### src/rtl/psr_pkg.sv
package psr_pkg;
  typedef enum logic [1:0] {
    ALU_NONE  = 2'd0,
    ALU_ADD   = 2'd1,
    ALU_SUB   = 2'd2,
    ALU_LOGIC = 2'd3
  } alu_op_e;

  localparam int unsigned PSR_W = 8;
  localparam int unsigned B_I = 7;
  localparam int unsigned B_T = 6;
  localparam int unsigned B_H = 5;
  localparam int unsigned B_S = 4;
  localparam int unsigned B_V = 3;
  localparam int unsigned B_N = 2;
  localparam int unsigned B_Z = 1;
  localparam int unsigned B_C = 0;

  typedef struct packed {
    logic h;
    logic v;
    logic n;
    logic z;
    logic c;
  } alu_flags_t;
endpackage

### src/rtl/psr_alu_flags.sv
module psr_alu_flags
  import psr_pkg::*;
#(
  parameter int unsigned DW = 8
) (
  input  alu_op_e           op_i,
  input  logic [DW-1:0]     a_i,
  input  logic [DW-1:0]     b_i,
  input  logic [DW-1:0]     lres_i,
  output logic [DW-1:0]     res_o,
  output alu_flags_t        flags_o
);
  localparam int unsigned HALF = DW / 2;

  logic [DW:0]   full;
  logic [HALF:0] half;
  logic          sa, sb, sr;

  always_comb begin
    unique case (op_i)
      ALU_ADD: begin
        full = {1'b0, a_i} + {1'b0, b_i};
        half = {1'b0, a_i[HALF-1:0]} + {1'b0, b_i[HALF-1:0]};
      end
      ALU_SUB: begin
        full = {1'b0, a_i} - {1'b0, b_i};
        half = {1'b0, a_i[HALF-1:0]} - {1'b0, b_i[HALF-1:0]};
      end
      ALU_LOGIC: begin
        full = {1'b0, lres_i};
        half = '0;
      end
      default: begin
        full = '0;
        half = '0;
      end
    endcase
  end

  assign res_o = full[DW-1:0];
  assign sa    = a_i[DW-1];
  assign sb    = b_i[DW-1];
  assign sr    = full[DW-1];

  always_comb begin
    flags_o.c = full[DW];
    flags_o.h = half[HALF];
    flags_o.n = sr;
    flags_o.z = ~|full[DW-1:0];
    unique case (op_i)
      ALU_ADD: flags_o.v = (sa == sb) && (sr != sa);
      ALU_SUB: flags_o.v = (sa != sb) && (sr != sa);
      default: flags_o.v = 1'b0;
    endcase
  end
endmodule

### src/rtl/psr_bit_copy.sv
module psr_bit_copy #(
  parameter int unsigned DW = 8,
  localparam int unsigned SW = $clog2(DW)
) (
  input  logic [DW-1:0] reg_op_i,
  input  logic [SW-1:0] sel_i,
  input  logic          t_i,
  output logic          bit_o,
  output logic [DW-1:0] ld_res_o
);
  assign bit_o = reg_op_i[sel_i];

  for (genvar g = 0; g < DW; g++) begin : g_ld
    assign ld_res_o[g] = (sel_i == SW'(g)) ? t_i : reg_op_i[g];
  end
endmodule

### src/rtl/psr_irq_gate.sv
module psr_irq_gate #(
  parameter int unsigned NUM_IRQ = 4
) (
  input  logic               ie_i,
  input  logic [NUM_IRQ-1:0] pend_i,
  input  logic [NUM_IRQ-1:0] en_i,
  output logic [NUM_IRQ-1:0] req_o
);
  for (genvar g = 0; g < NUM_IRQ; g++) begin : g_src
    assign req_o[g] = ie_i & pend_i[g] & en_i[g];
  end
endmodule

### src/rtl/proc_status_reg.sv
module proc_status_reg
  import psr_pkg::*;
#(
  parameter int unsigned DW      = 8,
  parameter int unsigned NUM_IRQ = 4,
  localparam int unsigned SW     = $clog2(DW)
) (
  input  logic               clk_i,
  input  logic               rst_ni,
  input  logic [1:0]         alu_op_i,
  input  logic [DW-1:0]      opa_i,
  input  logic [DW-1:0]      opb_i,
  input  logic [DW-1:0]      logic_res_i,
  output logic [DW-1:0]      arith_res_o,
  input  logic               wr_en_i,
  input  logic [PSR_W-1:0]   wr_data_i,
  input  logic               sei_i,
  input  logic               cli_i,
  input  logic               reti_i,
  input  logic               irq_ack_i,
  input  logic               bst_i,
  input  logic [SW-1:0]      bit_sel_i,
  input  logic [DW-1:0]      reg_op_i,
  output logic [DW-1:0]      bld_res_o,
  input  logic [NUM_IRQ-1:0] irq_pend_i,
  input  logic [NUM_IRQ-1:0] irq_en_i,
  output logic [NUM_IRQ-1:0] irq_req_o,
  output logic [PSR_W-1:0]   status_o
);
  alu_op_e            op;
  alu_flags_t         fl;
  logic               st_bit;
  logic [PSR_W-1:0]   psr_q, psr_d;

  assign op = alu_op_e'(alu_op_i);

  psr_alu_flags #(.DW(DW)) i_flags (
    .op_i    (op),
    .a_i     (opa_i),
    .b_i     (opb_i),
    .lres_i  (logic_res_i),
    .res_o   (arith_res_o),
    .flags_o (fl)
  );

  psr_bit_copy #(.DW(DW)) i_bitcopy (
    .reg_op_i (reg_op_i),
    .sel_i    (bit_sel_i),
    .t_i      (psr_q[B_T]),
    .bit_o    (st_bit),
    .ld_res_o (bld_res_o)
  );

  psr_irq_gate #(.NUM_IRQ(NUM_IRQ)) i_gate (
    .ie_i   (psr_q[B_I]),
    .pend_i (irq_pend_i),
    .en_i   (irq_en_i),
    .req_o  (irq_req_o)
  );

  // Precedence: write < flag update < bit store < enable commands < acceptance
  always_comb begin
    psr_d = psr_q;
    if (wr_en_i) begin
      psr_d      = wr_data_i;
      psr_d[B_S] = wr_data_i[B_N] ^ wr_data_i[B_V];
    end
    if (op != ALU_NONE) begin
      if (op != ALU_LOGIC) begin
        psr_d[B_H] = fl.h;
        psr_d[B_C] = fl.c;
      end
      psr_d[B_V] = fl.v;
      psr_d[B_N] = fl.n;
      psr_d[B_Z] = fl.z;
      psr_d[B_S] = fl.n ^ fl.v;
    end
    if (bst_i)           psr_d[B_T] = st_bit;
    if (sei_i || reti_i) psr_d[B_I] = 1'b1;
    if (cli_i)           psr_d[B_I] = 1'b0;
    if (irq_ack_i)       psr_d[B_I] = 1'b0;
  end

  always_ff @(posedge clk_i or negedge rst_ni) begin
    if (!rst_ni) psr_q <= '0;
    else         psr_q <= psr_d;
  end

  assign status_o = psr_q;

  a_r3_sign_xor: assert property (@(posedge clk_i) disable iff (!rst_ni)
    status_o[B_S] == (status_o[B_N] ^ status_o[B_V]));

  a_r9_ack_clears_i: assert property (@(posedge clk_i) disable iff (!rst_ni)
    irq_ack_i |=> !status_o[B_I]);

  a_r8_sei_sets_i: assert property (@(posedge clk_i) disable iff (!rst_ni)
    (sei_i && !cli_i && !irq_ack_i) |=> status_o[B_I]);

  a_r7_gate_closed: assert property (@(posedge clk_i) disable iff (!rst_ni)
    !status_o[B_I] |-> (irq_req_o == '0));

  a_r6_logic_keeps_c: assert property (@(posedge clk_i) disable iff (!rst_ni)
    (op == ALU_LOGIC && !wr_en_i) |=> ($stable(status_o[B_C]) && $stable(status_o[B_H])));

  a_r12_bld_one_bit: assert property (@(posedge clk_i) disable iff (!rst_ni)
    $countones(bld_res_o ^ reg_op_i) <= 1);
endmodule

### config.mk
export PLATFORM = sky130hd
export DESIGN_NAME = proc_status_reg
export DESIGN_NICKNAME = d
export VERILOG_FILES = /design/src/rtl/psr_pkg.sv /design/src/rtl/psr_alu_flags.sv /design/src/rtl/psr_bit_copy.sv /design/src/rtl/psr_irq_gate.sv /design/src/rtl/proc_status_reg.sv
export SDC_FILE = /design/constraint.sdc
export NUM_CORES = 1
export LEC_CHECK = 0
export BUFFER_PORTS_ARGS = -buffer_cell sky130_fd_sc_hd__buf_2
export CAP_MARGIN = 20
export CORE_ASPECT_RATIO = 2
export CORE_MARGIN = 8
export CORE_UTILIZATION = 47
export CTS_CLUSTER_DIAMETER = 60
export CTS_CLUSTER_SIZE = 12
export DETAILED_ROUTE_END_ITERATION = 6
export PLACE_DENSITY_LB_ADDON = 0.3
export SYNTH_ARGS = -nofsm -noshare
export SYNTH_HDL_FRONTEND = slang
export SYNTH_SLANG_ARGS = --single-unit
export TNS_END_PERCENT = 5
### constraint.sdc
create_clock -name clk_i -period 6.9 [get_ports clk_i]
set_clock_uncertainty 0.15 [all_clocks]
set_input_delay 0.345 -clock clk_i [delete_from_list [all_inputs] [get_ports clk_i]]
set_output_delay 0.345 -clock clk_i [all_outputs]
set_load 0.01 [all_outputs]
# Yosys cells after proc, flatten, opt, wreduce, memory -nomap -nowiden
# Cells that the tools add are included.
# totals
inputBits,61
wordCells,64
out_inout_bits,28
reg_bits,8
# op_classes
n_mux,21
addsub,4
n_lt_le_gt_ge,1
n_reduce_logical,10
n_eq_ne,14
n_bitwise,10
# op_table
cell,count
9-bit one-hot mux with 3 select lines,1
1-bit 2-to-1 mux,15
"3-bit equality test, second input constant",4
5-bit one-hot mux with 2 select lines,1
8-bit by 8-bit adder with 9-bit output,1
8-bit by 8-bit subtractor with 9-bit output,1
1-bit AND,8
8-bit 2-to-1 mux,1
8-bit OR reduction,1
"3-bit by 2-bit equality test with 1-bit output, second input constant",2
6-bit 2-to-1 mux,1
2-bit nonzero test,3
4-bit by 4-bit adder with 5-bit output,1
4-bit by 4-bit subtractor with 5-bit output,1
"2-bit equality test, second input constant",2
"3-bit by 4-bit < comparator with 1-bit output, second input constant",1
4-bit nonzero test,1
1-bit binary-select mux with 3-bit select,1
"3-bit by 1-bit equality test with 1-bit output, second input constant",1
3-bit logical NOT,1
"2-bit by 1-bit equality test with 1-bit output, second input constant",1
1-bit logical AND,2
1-bit != test,2
"2-bit != test, second input constant",1
5 further kinds,6

# Logic depth before layout (Yosys ltp)
# depth
ltp_word,7
ltp_mapped,14
depth_no_buf,13

# Cells and area by module
# A second synthesis with hierarchy kept.
# unflattened
cells_unflattened,186
hier_area_um2,1526.5
# by_module_without_submodules
mod,area_each_um2,cells_each,seq_area_each_um2,instances
psr_alu_flags,853.3,123,0.0,1
proc_status_reg,420.4,37,200.2,1
psr_bit_copy,227.7,22,0.0,1
psr_irq_gate,25.0,4,0.0,1

# Worst setup path before layout
# No wires, ideal clock.
# synth_path
kind,in2out
start,input port alu_op_i[0]
end,output port arith_res_o[7]
slack_ps,3830
arrival_time_ps,2575
n_path_buf,1
stages,10
required_ps,6405
path_cell_list,inv_1 ha_1 clkbuf_1 mux2i_1 ha_1 nor2b_1 o31a_1 o41ai_4 mux2i_1 or2_4
# synth_between
elab_chain_len,2
elab_cells_between_ends,4
cone_classes,eq/ne (3); mux (1)
# synth_rtl
element,line_no,source
start: declaration,proc_status_reg.sv:10,"input logic [1:0] alu_op_i,"
2-bit equality test / 2-bit by 1-bit equality test with 1-bit output (equally long branches),psr_alu_flags.sv:20,unique case (op_i)
9-bit one-hot mux with 3 select lines *,psr_alu_flags.sv:20,
end: declaration,proc_status_reg.sv:14,"output logic [DW-1:0] arith_res_o,"
# Every way passes the cells marked *; elsewhere a longest branch is shown, timed or not.

# Worst setup path in the final report
# Ends and elaborated chain as after synthesis.

==> results.sh <==
export IMPL_antenna_left=0
export IMPL_post_place_ws_ns=3.24
export IMPL_drt_iter0_markers=26
export IMPL_synth_edf_count=0
export IMPL_regToRegStartpoint="status_o[7]"
export IMPL_design_area_um2=1910
export IMPL_synth_cell_types=47
export IMPL_required_ns=6.40
export IMPL_peakVddDrop_mv=0.0874
export IMPL_portBuffers=87
export IMPL_dieArea_um2=5180
export IMPL_critPathCaptureType="output port"
export IMPL_final_core_util_pct=64.8
export IMPL_min_path_type="input pin to flop"
export IMPL_syn_num_nets=251
export IMPL_path_class="input pin to output port"
export IMPL_max_slew_margin_rel_pct=50.4
export IMPL_final_cell_mix="87 x buf_2, 16 x nor2_1, 13 x ha_1"
export IMPL_nets=334
export IMPL_vias_per_cell=5.47
export IMPL_cp_data_arrival_time_ns=3.12
export IMPL_path_max_fanout=9
export IMPL_die_y_um=94.1
export IMPL_clock_latency_ns=0.23
export IMPL_cts_sink_count=8
export IMPL_drv_cap=0
export IMPL_grt_use_met1_pct=16.2
export IMPL_setup_ws_ns=3.28
export IMPL_power_density_nw_per_um2=149
export IMPL_min_from="irq_ack_i"
export IMPL_avgSynthCellArea_um2=8.14
export IMPL_clock_tree_root_cell="clkbuf_8"
export IMPL_multi_input_area_um2=1150
export IMPL_cts_tree="done"
export IMPL_drive_above_1_share_pct=42.0
export IMPL_p_leak_nw=0.994
export IMPL_status="finished clean"
export IMPL_die_width_um=55.0
export IMPL_antenna_found_initial=0
export IMPL_ys_seq_elements=8
export IMPL_placed_area_um2=1860
export IMPL_grt_overflow_total=0
export IMPL_dp_hpwl_um=3690
export IMPL_grt_pass1_wl_um=6750
export IMPL_post_route_min_period_ns=3.62
export IMPL_synthArstFlopShare_pct=100
export IMPL_grtUsageTotal_pct=16.3
export IMPL_synthCells=176
export IMPL_gp_congestion=0.802
export IMPL_core_um2=2940
export IMPL_top_usage_layer="met2"
export IMPL_wl_per_cell_um=14.8
export IMPL_slew_violations=0
export IMPL_grtUsageMet3_pct=2.70
export IMPL_startpoint_type="input pin"
export IMPL_path_clk_slew_ns=0.04
export IMPL_cts_htree_levels=1
export IMPL_seq_area_um2=200
export IMPL_yosysWarningCount=0
export IMPL_antenna_cells=0
export IMPL_rsz0062_at_grt="false"
export IMPL_yosysSeqAreaShare_pct=14.0
export IMPL_met2_usage_pct=30.8
export IMPL_cts_buffers=3
export IMPL_route_detailed_drc=0
export IMPL_syn_cell_area_um2=1430
export IMPL_grt_pass1_vias=1619
export IMPL_start_util_pct=48.7
export IMPL_wirelength_um=4250
export IMPL_hold_viol=0
export IMPL_rows=28
export IMPL_final_setup_viol_count=0
export IMPL_num_io_pins=89
export IMPL_synthFlopType="dfrtp_1"
export IMPL_fin_crit_sh_pct=52.4
export IMPL_clockBufferDepth=2
export IMPL_final_common_cell="buf_2"
export IMPL_crit_start="alu_op_i[0]"
export IMPL_num_vias=1570
export IMPL_grt_max_degree=12
export IMPL_drt_pass1_iter_count=4
export IMPL_largest_reg_flops=8
export IMPL_worstMarginPinSlew_ns=0.734
export IMPL_fin_tns_setup_ns=0
export IMPL_fmax_mhz=276
export IMPL_area_delta_synth_final_pct=33.1
export IMPL_fillers=286
## path summary, 6_finish.rpt
path | to | slack (ns) | cells past startpoint
setup / recovery | arith_res_o[7] | 3.28 | 11
hold / removal | status_o[7] | 0.12 | 2
setup reg to reg | status_o[7] | 5.62 | 3
hold reg to reg | status_o[4] | 0.38 | 2
max in group asynchronous | status_o[0] | 6.08 | 2
min in group asynchronous | status_o[2] | 0.36 | 2
## where the power goes
group | switching, mW | total [mW] | leakage, nW | internal (mW)
logic | 0.0891 | 0.168 | 0.872 | 0.0793
registers | 0.00465 | 0.0591 | 0.101 | 0.0544
clock network | 0.0179 | 0.0556 | 0.0216 | 0.0377
## logic make-up (layout without fill, tap and decap cells)
family / Yosys count / in the layout / synth area share [%]
AOI/OAI and AO/OA: 41 / 41 / 21.0
xor gates and xnor gates: 13 / 13 / 7.95
adders and majority gates: 14 / 14 / 12.8
buffers and inverters: 19 / 100 / 5.85
DFF: 8 / 8 / 14.0
muxes: 18 / 18 / 15.2
and+or+nand+nor: 63 / 63 / 23.2
## stage by stage
step                total power [mW]  cells  hold slack, ns
global placement               0.226    283          0.0386
CTS                            0.286    287           0.120
detailed placement             0.229    283          0.0418
floorplan                      0.171    176          -0.101
global route                   0.308    287           0.123
finish                         0.283    287           0.122
## metal layers
layer | share of wire (%) | up-vias
li1 | - | 809
met1 | 35 | 687
met2 | 53 | 65
met3 | 9.7 | 9
met4 | 2.3 | 0
met5 | 0 | -
## synth_stat cells (all sizes together), types with 2 or more instances
cell	instances	area share, %
buf	2	1.0
nor3	5	1.7
a21oi	10	3.5
a21o	3	1.6
dfrtp	8	14
o21ai	7	2.4
xnor2	9	5.5
nand2	12	3.1
nand2b	3	1.3
nor4	3	1.3
mux4	2	3.1
a22oi	3	1.6
inv	9	2.4
nor2	16	4.2
a32oi	2	1.2
o211ai	4	2.1
xor2	4	2.4
nor2b	4	1.7
nand3b	2	1.0
o41ai	3	3.7
mux2	10	7.9
mux2i	6	4.2
and3	4	1.7
clkbuf	7	1.8
ha	13	11
nor3b	2	1.0
a211oi	2	1.0
nand3	4	1.4
## worst max-delay path: stages
cell and delay (ns):
buf_2 0.11, inv_1 0.09, ha_1 0.40, mux2i_1 0.45, ha_1 0.31, nor2b_1 0.15, o31a_1 0.29, o41ai_4 0.24
mux2i_1 0.40, or2_4 0.21, buf_2 0.13
## what timing repair did
item / CTS / global route
hold buffers: 1 / 0
setup endpoints to repair: 0 / 0
hold endpoints to repair: 8 / 0
gates resized for setup: 0 / 0
setup buffers: 0 / 0
## area by class of cell
cell class	instances	share of cell area, %
clock buffers	3	2.17
inverters	9	1.77
multi-input cells	149	60.2
flip-flops and latches	8	10.5
well taps	30	1.97
repair buffers	88	23.4
Power figures use the tool's default switching activity.
